[config.mk]
export PLATFORM = sky130hd
export DESIGN_NAME = acs_array
export DESIGN_NICKNAME = d
export VERILOG_FILES = /design/src/rtl/acs_pkg.sv /design/src/rtl/acs_unit.sv /design/src/rtl/acs_butterfly.sv /design/src/rtl/acs_best_tree.sv /design/src/rtl/acs_array.sv
export SDC_FILE = /design/constraint.sdc
export NUM_CORES = 1
export LEC_CHECK = 0
export BUFFER_PORTS_ARGS = -buffer_cell sky130_fd_sc_hd__buf_4
export CORE_MARGIN = 8
export CORE_UTILIZATION = 50
export CTS_BUF_LIST = sky130_fd_sc_hd__clkbuf_4
export DETAILED_ROUTE_END_ITERATION = 12
export PLACE_DENSITY = 0.71
export SETUP_SLACK_MARGIN = 0.5
export SLEW_MARGIN = 20
export SYNTH_ARGS = -nofsm -noshare
export SYNTH_HDL_FRONTEND = slang
export SYNTH_HIERARCHICAL = 1
export SYNTH_SLANG_ARGS = --single-unit
[constraint.sdc]
create_clock -name clk -period 16.9 [get_ports clk]
set_input_delay 0.845 -clock clk [delete_from_list [all_inputs] [get_ports clk]]
set_output_delay 0.845 -clock clk [all_outputs]
set_load 0.01 [all_outputs]
[src/rtl/acs_pkg.sv]
package acs_pkg;

    localparam int NSYM = 4;

    function automatic int unsigned parity32(input int unsigned v);
        int unsigned p;
        p = 0;
        for (int b = 0; b < 32; b++) begin
            p = p ^ ((v >> b) & 1);
        end
        return p;
    endfunction

    function automatic logic [1:0] code_sym(input int unsigned pred, input int unsigned u,
                                            input int k, input int unsigned g0,
                                            input int unsigned g1);
        int unsigned w;
        w = (u << (k - 1)) | pred;
        return {parity32(w & g0) == 1, parity32(w & g1) == 1};
    endfunction

endpackage

[src/rtl/acs_unit.sv]
module acs_unit #(
    parameter int PMW    = 10,
    parameter int BMW    = 6,
    parameter int THRESH = 256
) (
    input  logic [PMW-1:0] pm_a,
    input  logic [PMW-1:0] pm_b,
    input  logic [BMW-1:0] bm_a,
    input  logic [BMW-1:0] bm_b,
    input  logic           norm,
    output logic [PMW-1:0] pm_new,
    output logic           dec
);
    localparam logic [PMW-1:0] SUB = PMW'(THRESH);

    logic [PMW-1:0] sum_a;
    logic [PMW-1:0] sum_b;
    logic [PMW-1:0] win;

    always_comb begin
        sum_a  = pm_a + PMW'(bm_a);
        sum_b  = pm_b + PMW'(bm_b);
        dec    = (sum_b > sum_a);
        win    = dec ? sum_b : sum_a;
        pm_new = norm ? (win - SUB) : win;
    end
endmodule

[src/rtl/acs_butterfly.sv]
module acs_butterfly #(
    parameter int          K      = 5,
    parameter int          PMW    = 10,
    parameter int          BMW    = 6,
    parameter int          THRESH = 256,
    parameter int unsigned G0     = 5'o23,
    parameter int unsigned G1     = 5'o35,
    parameter int          J      = 0
) (
    input  logic [PMW-1:0]                   pm_lo,
    input  logic [PMW-1:0]                   pm_hi,
    input  logic [acs_pkg::NSYM*BMW-1:0]     bm_all,
    input  logic                             norm,
    output logic [PMW-1:0]                   pm_u0,
    output logic [PMW-1:0]                   pm_u1,
    output logic                             dec_u0,
    output logic                             dec_u1
);
    localparam int unsigned P_LO = 2 * J;
    localparam int unsigned P_HI = 2 * J + 1;

    logic [1:0][PMW-1:0] pm_o;
    logic [1:0]          dec_o;

    generate
        for (genvar u = 0; u < 2; u++) begin : g_u
            localparam logic [1:0] SYM_LO = acs_pkg::code_sym(P_LO, u, K, G0, G1);
            localparam logic [1:0] SYM_HI = acs_pkg::code_sym(P_HI, u, K, G0, G1);
            acs_unit #(.PMW(PMW), .BMW(BMW), .THRESH(THRESH)) u_acs (
                .pm_a  (pm_lo),
                .pm_b  (pm_hi),
                .bm_a  (bm_all[int'(SYM_LO)*BMW +: BMW]),
                .bm_b  (bm_all[int'(SYM_HI)*BMW +: BMW]),
                .norm  (norm),
                .pm_new(pm_o[u]),
                .dec   (dec_o[u])
            );
        end
    endgenerate

    assign pm_u0  = pm_o[0];
    assign pm_u1  = pm_o[1];
    assign dec_u0 = dec_o[0];
    assign dec_u1 = dec_o[1];
endmodule

[src/rtl/acs_best_tree.sv]
module acs_best_tree #(
    parameter int NS  = 16,
    parameter int PMW = 10,
    parameter int IW  = $clog2(NS)
) (
    input  logic [NS*PMW-1:0] pm_flat,
    output logic [IW-1:0]     best_idx
);
    localparam int NODES = 2 * NS - 1;

    logic [PMW-1:0] val [NODES];
    logic [IW-1:0]  idx [NODES];

    generate
        for (genvar i = 0; i < NS; i++) begin : g_leaf
            assign val[NS-1+i] = pm_flat[i*PMW +: PMW];
            assign idx[NS-1+i] = IW'(i);
        end
        for (genvar n = 0; n < NS - 1; n++) begin : g_node
            logic take_right;
            assign take_right = val[2*n+2] > val[2*n+1];
            assign val[n] = take_right ? val[2*n+2] : val[2*n+1];
            assign idx[n] = take_right ? idx[2*n+2] : idx[2*n+1];
        end
    endgenerate

    assign best_idx = idx[0];
endmodule

[src/rtl/acs_array.sv]
module acs_array #(
    parameter int          K      = 5,
    parameter int          PMW    = 10,
    parameter int          BMW    = 6,
    parameter int          THRESH = 256,
    parameter int unsigned G0     = 5'o23,
    parameter int unsigned G1     = 5'o35,
    localparam int         NS     = 1 << (K - 1),
    localparam int         IW     = K - 1
) (
    input  logic                          clk,
    input  logic                          rst_n,
    input  logic                          in_valid,
    input  logic [acs_pkg::NSYM*BMW-1:0]  bm_in,
    output logic [NS-1:0]                 dec_out,
    output logic [NS*PMW-1:0]             pm_out,
    output logic [IW-1:0]                 best_state
);
    localparam int HALF = NS / 2;

    typedef struct packed {
        logic [NS-1:0][PMW-1:0] pm;
        logic [NS-1:0]          dec;
    } acs_state_t;

    function automatic acs_state_t init_state();
        acs_state_t s;
        s        = '0;
        s.pm[0]  = PMW'(THRESH);
        return s;
    endfunction

    acs_state_t             st_d;
    acs_state_t             st_q;
    logic [NS-1:0][PMW-1:0] acs_pm;
    logic [NS-1:0]          acs_dec;
    logic                   norm_d;

    always_comb begin
        norm_d = 1'b1;
        for (int s = 0; s < NS; s++) begin
            if (st_q.pm[s] < PMW'(THRESH)) begin
                norm_d = 1'b0;
            end
        end
    end

    generate
        for (genvar j = 0; j < HALF; j++) begin : g_bfly
            acs_butterfly #(
                .K(K), .PMW(PMW), .BMW(BMW), .THRESH(THRESH),
                .G0(G0), .G1(G1), .J(j)
            ) u_bfly (
                .pm_lo (st_q.pm[2*j]),
                .pm_hi (st_q.pm[2*j+1]),
                .bm_all(bm_in),
                .norm  (norm_d),
                .pm_u0 (acs_pm[j]),
                .pm_u1 (acs_pm[j+HALF]),
                .dec_u0(acs_dec[j]),
                .dec_u1(acs_dec[j+HALF])
            );
        end
    endgenerate

    always_comb begin
        st_d = st_q;
        if (in_valid) begin
            st_d.pm  = acs_pm;
            st_d.dec = acs_dec;
        end
    end

    always_ff @(posedge clk or negedge rst_n) begin
        if (!rst_n) begin
            st_q <= init_state();
        end else begin
            st_q <= st_d;
        end
    end

    assign pm_out  = st_q.pm;
    assign dec_out = st_q.dec;

    acs_best_tree #(.NS(NS), .PMW(PMW), .IW(IW)) u_best (
        .pm_flat (st_q.pm),
        .best_idx(best_state)
    );
endmodule

==> metrics.md, run 1 <==
| Metric | Value |
|---|---|
| Slowest CP cell | dfrtp_1 |
| CTS tree | built |
| Critical Path AT | 9720 ps |
| Vias in the first global route | 27300 |
| Period minus WS final | 10560 ps |
| Crit path largest cell delay | 630 ps |
| CTS root buf | clkbuf_4 |
| Initial core utilization | 50.6% |
| Routed WL | 107000 µm |
| Worst slew margin | 21.8% |
| Share of cells above drive strength 1 | 16.9% |
| Final setup TNS | 0 ps |
| Clock Tree Buf Depth | 2 |
| # DRC | 0 |
| Number of synthesized flops with an enable pin | 0 |
| Via count | 29200 |
| Filler cells | 5778 |
| Clk_lat worst skew | 790 ps |
| Avg WL per Cell | 23.2 µm |
| Syn avg cell area | 8.75 µm² |
| Die height | 266 µm |
| Yosys warns | 6 |
| Min-delay worst type | register to register |
| Storage cell area | 4410 µm² |
| Worst hold slack | 538 ps |
| Net count after synthesis | 4125 |
| Via density | 6.34 |
| CTS resizes | 0 |
| Register area share after synthesis | 14.1% |
| GRT overflow | 0 |
| Predominant post-synthesis flop cell | dfrtp_1 |
| First-pass GRT wire length | 163000 µm |
| Critical Path Start Type | register |
| GRT Util Overall | 29.4% |
| Syn Std Cell Area | 31200 µm² |
| Core area | 61700 µm² |
| Critical path endpoint category | primary output |
| Clock sink count | 176 |
| Synth area leaders | ha_1 20%, dfrtp_1 14%, mux2_4 6.9%, inv_1 3.7%, a21oi_1 3.6% |
| First drt pass iteration count | 6 |
| Multi-input logic area | 25200 µm² |
| Synth cell types | 99 |
| I/O pin total | 207 |
| Initial antenna violation count | 3 |
| GPL Wtd Cong | 0.981 |
| Dpl hpwl | 83200 µm |
| Async set-or-reset flop fraction in the synthesized netlist | 100% |
| Mapped Cells | 3566 |
| Slew Limit Fails | 0 |
| Hold Buf Count CTS | 1 |
| Max cap viols | 0 |
| Setup Viol. Count Final | 0 |
| Die width | 266 µm |
| Largest net degree at the start of global routing | 84 |
| Setup Fix Bufs, Post-CTS | 0 |
| Most numerous cell in the Yosys netlist | ha_1 |
| Worst-margin pin slew | 1170 ps |
| Status | complete, no violations |
| Top cells by count, synth | 500 x ha_1, 306 x inv_1, 239 x nand2_1 |
| CP most frequent cell | ha_1 |
| Final ANT Viol Nets | 0 |
| RSZ-0062 raised after global routing | no |
| Hold Path Depth | 1 |
| FF+latch count, synth | 176 |
| Number of buffers added on ports | 206 |
| Die area | 70700 µm² |
| Critical path fanouts, max | 21 |
| Worst reg-to-reg path cell count | 16 |
| Num rows | 91 |
| H-Tree Depth | 4 |
| Final hold vios | 0 |
| Clk slew on worst S/H paths | 160 ps |
| Clock skew | 26.6 ps |
| Top-area cell type share of the netlist area | 20.0% |
| Num CTS Buffers | 17 |
| Synth-to-Final Area Change | 8.88% |
| DRT iter0 DRCs | 2702 |
| Final worst path period share | 62.5% |
| CP Class | register to primary output |
| Final nets | 4317 |
| Fmax | 94.7 MHz |
| Synth area leader | ha_1 |
| WP data required | 16060 ps |
==> state kept, by name, summed over array words and instances, names as in the netlist <==
name	count
dec_out	16
pm_out	160
==> worst max-delay path: cells and delay by family (launching register included) <==
| kind | cells | cell delay [ps] |
|---|---|---|
| buffers and inverters | 4 | 830 |
| AND/OR/NAND/NOR | 12 | 2180 |
| multiplexers | 2 | 870 |
| AO/OA/AOI/OAI | 15 | 3380 |
| adder cells (fa/ha/maj) | 4 | 1020 |
| flip-flops | 1 | 630 |
==> cell type report <==
cell class / count / area share [%]
clock inverters: 13 / 0.449
inverters: 321 / 3.55
well taps: 837 / 3.08
multi-input cells: 3000 / 74.1
diodes: 5 / 0.0368
flip-flops and latches: 176 / 13.0
clock buffers: 18 / 0.398
repair buffers: 242 / 5.39
==> layer usage <==
layer	part of all wire, %	GRT usage, %	up-vias
li1	-	-	13800
met1	44	40.6	14100
met2	44	46.0	1103
met3	7.5	4.48	223
met4	4.1	11.2	2
met5	0.012	0	-
==> kinds of logic (layout without fill, tap and decap cells) <==
logic type      count (synthesis)  in the layout  share of synthesized area, %
xor+xnor                      192            192                          5.39
compound gates                950            950                          22.6
mux                           313            313                          12.6
other cells                     0              5                             0
fa+ha+maj                     532            532                          22.1
buf+inv                       390            594                          5.23
simple gates                 1013           1013                          18.0
flops                         176            176                          14.1
==> final timing paths <==
check | to | start | slack [ps]
max in group asynchronous | pm_out[94] | rst_n | 14980
worst max register to register | pm_out[158] | pm_out[150] | 12100
worst max-delay path | best_state[0] | pm_out[21] | 6340
worst min-delay path | dec_out[2] | dec_out[2] | 540
worst min register to register | dec_out[2] | dec_out[2] | 540
min in group asynchronous | pm_out[148] | rst_n | 560
==> placed cells by master (no fill, tap or decap), drive strengths merged, types with 32 or more instances in the layout <==
cell type and instances:
a21o 47, nand4b 44, a21oi 225, a211oi 37, o2111ai 52, o21ai 167
fa 32, xnor2 111, nand3 137, mux2 203, nor2b 62, o21a 46
mux2i 110, inv 327, dfrtp 175, o2111a 44, buf 240, xor2 81
nor3b 70, nand2 257, nor2 204, ha 500, nand4 36, o211ai 107
==> metrics by stage <==
step	util, %	setup slack (ps)	cell area (µm²)	instances
floorplan	-	8980	31200	3566
global placement	54.5	7380	33700	4575
detailed placement	54.6	7310	33700	4575
CTS	55.0	6320	34000	4607
global route	55.1	5770	34000	4611
finish	55.1	6340	34000	4612
Power of run 1 is left out: the tool's default activity adds up to more than one toggle a clock period on the data nets, which glitch-free logic cannot reach.
==> inputs of run 2 (changes only) <==
--- a/config.mk
+++ b/config.mk
@@ -10,7 +10,7 @@
 export CORE_UTILIZATION = 50
 export CTS_BUF_LIST = sky130_fd_sc_hd__clkbuf_4
 export DETAILED_ROUTE_END_ITERATION = 12
-export PLACE_DENSITY = 0.71
+export PLACE_DENSITY = 0.73
 export SETUP_SLACK_MARGIN = 0.5
 export SLEW_MARGIN = 20
 export SYNTH_ARGS = -nofsm -noshare
==> constraint.sdc (replaced) <==
create_clock -name clk -period 9.7 [get_ports clk]
set_input_delay 0.485 -clock clk [delete_from_list [all_inputs] [get_ports clk]]
set_output_delay 0.485 -clock clk [all_outputs]
set_load 0.01 [all_outputs]
==> run 2 against run 1 <==
Cell count increased by 1.2%. Worst hold slack got worse by 330 ps. Global-route usage decreased by 0.13 points. Register-to-register slack got worse by 7100 ps. Setup slack got worse by 5700 ps. Clock skew about the same. Non-clock buffer count increased by 55. Wire length about the same. Clock-buffer cell count decreased by 1. Via count increased by 0.95%. Cell area increased by 1.8%. Critical endpoint is now best_state[1]. Highest routed layer unchanged.
==> metrics.md, run 2 (same netlist as run 1, synthesis figures left out) <==
| Metric | Value |
|---|---|
| Status | complete, no violations (unchanged) |
| Max reg flops | 160 (unchanged) |
| Worst slew margin | 31.1% (was 21.8%) |
| Critical Path AT | 8540 ps (was 9720 ps) |
| Commonest non-fill, non-tap cell in the layout | ha_1 (unchanged) |
| Vias in the first global route | 27600 (was 27300) |
| R2R Setup Slk | 5040 ps (was 12100 ps) |
| First drt pass iteration count | 6 (unchanged) |
| Via count | 29500 (was 29200) |
| Synth-to-Final Area Change | 10.9% (was 8.88%) |
| CP most frequent cell | ha_1 (unchanged) |
| Final setup TNS | 0 ps (unchanged) |
| Die area | 70700 µm² (unchanged) |
| Die width | 266 µm (unchanged) |
| Critical path endpoint category | primary output (unchanged) |
| Num rows | 91 (unchanged) |
| Share of cells above drive strength 1 | 19.3% (was 16.9%) |
| H-Tree Depth | 4 (unchanged) |
| # DRC | 0 (unchanged) |
| Most frequent cells in the layout | 500 x ha_1, 304 x inv_1, 292 x buf_4 (was 500 x ha_1, 306 x inv_1, 239 x nand2_1, 239 x buf_4, 222 x a21oi_1) |
| GRT overflow | 0 (unchanged) |
| GRT Util Overall | 29.3% (was 29.4%) |
| Slowest CP cell | o21ai_0 (was dfrtp_1) |
| I/O pin total | 207 (unchanged) |
| Period minus WS final | 9020 ps |
| Clock sink count | 176 (unchanged) |
| Final nets | 4375 (was 4317) |
| Critical path fanouts, max | 11 (was 21) |
| Max cap viols | 0 (unchanged) |
| Avg WL per Cell | 22.9 µm (was 23.2 µm) |
| CP Class | register to primary output (unchanged) |
| GPL Wtd Cong | 0.977 (was 0.981) |
| Setup Viol. Count Final | 0 (unchanged) |
| Die height | 266 µm (unchanged) |
| WP data required | 9220 ps (was 16060 ps) |
| Clk slew on worst S/H paths | 190 ps (was 160 ps) |
| Final ANT Viol Nets | 0 (unchanged) |
| Final hold vios | 0 (unchanged) |
| Routed WL | 107000 µm (about the same) |
| Largest delay share family, worst path | compound AO/OA/AOI/OAI gates (unchanged) |
| Dpl hpwl | 82600 µm (was 83200 µm) |
| Initial antenna violation count | 3 (unchanged) |
| Min-delay worst type | input pin to asynchronous set/reset pin (was register to register) |
| DRT iter0 DRCs | 2893 (was 2702) |
| Num CTS Buffers | 17 (unchanged) |
| Clk_lat worst skew | 800 ps (was 790 ps) |
| Critical Path Start Type | register (unchanged) |
| Largest net degree at the start of global routing | 68 (was 84) |
| Clock skew | 26.5 ps (was 26.6 ps) |
| CP Buf/Inv Count | 8 (was 4) |
| Slew Limit Fails | 0 (unchanged) |
| Initial core utilization | 50.6% (unchanged) |
| Core area | 61700 µm² (unchanged) |
| Filler cells | 5718 (was 5778) |
| CTS root buf | clkbuf_4 (unchanged) |
| Via density | 6.32 (was 6.34) |
| Crit path largest cell delay | 520 ps (was 630 ps) |
| Worst-margin pin slew | 1030 ps (was 1170 ps) |
| CTS tree | built (unchanged) |
| RSZ-0062 raised after global routing | yes (was no) |
| Number of buffers added on ports | 206 (unchanged) |
| Fmax | 111 MHz |
| Clock Tree Buf Depth | 2 (unchanged) |
| First-pass GRT wire length | 163000 µm (about the same) |
| Fin util | 56.1% (was 55.1%) |
| Final worst path period share | 93.0% |
-- run 2: changes by cell type in the layout (fill, tap and decap cells not counted), moves of 4 or more --
cell	previous run	this run
nand2_2	18	22
mux2i_2	0	10
dfrtp_2	0	21
buf_4	239	292
nand2_1	239	235
dfrtp_1	175	154
mux2i_1	110	99
-- run 2: worst register-to-register path: stages (launching register included) --
cell and delay (ps):
dfrtp_1 620, ha_1 340, fa_1 410, a21oi_1 240
o21a_1 240, nand2_1 70, a21oi_1 180, xor2_1 280
inv_1 80, ha_1 290, and4_1 190, o2111a_1 170
a2111oi_1 560, nor3_1 140, a32oi_1 250, o211ai_1 190
mux2_2 320
-- run 2: final timing paths --
| kind | depth (start not counted) | startpoint | to |
|---|---|---|---|
| setup / recovery | 34 | pm_out[23] | best_state[1] |
| hold / removal | 2 | rst_n | pm_out[140] |
| setup reg to reg | 16 | pm_out[90] | pm_out[129] |
| hold reg to reg | 1 | dec_out[2] | dec_out[2] |
| max in group asynchronous | 3 | rst_n | pm_out[39] |
| min in group clk | 2 | in_valid | pm_out[0] |
-- run 2: cell type report --
type	instances	area [µm²]	area share (%)
well taps	837	1050	3.03
repair inverters	1	7.51	0.0217
clock buffers	17	128	0.369
multi-input cells	3002	25300	73.2
flip-flops and latches	176	4440	12.8
inverters	321	1210	3.50
repair buffers	297	2260	6.54
diodes	3	7.51	0.0217
clock inverters	15	174	0.503
-- run 2: layer usage --
layer | wire length (µm) | vias up | global-route usage [%] | share of wire, %
met5 | 12 | - | 0 | 0.011
met4 | 4720 | 2 | 13.2 | 4.4
met3 | 8840 | 227 | 5.15 | 8.3
met2 | 46700 | 1213 | 45.4 | 44
met1 | 46600 | 14100 | 39.6 | 44
li1 | - | 14000 | - | -
-- run 2: what timing repair did --
action                                  CTS  global route
resized for setup                         8            49
buffers inserted                          3            22
hold buffers                              1             0
cloned                                    0             3
endpoints found under the hold margin    63             0
pin swaps                                 1             6
endpoints found under the setup margin    4             3
-- run 2: stage by stage --
step           instances  hold slack, ps  setup WS (ps)  instance area, µm²
2_1_floorplan       3566             189           2140               31200
3_3_place_gp        4605             492            784               33900
3_5_place_dp        4605             496            701               33900
4_1_cts             4641             184            515               34300
5_1_grt             4669             195            271               34600
6_report            4669             210            680               34600
Power of run 2 is left out for the same reason.
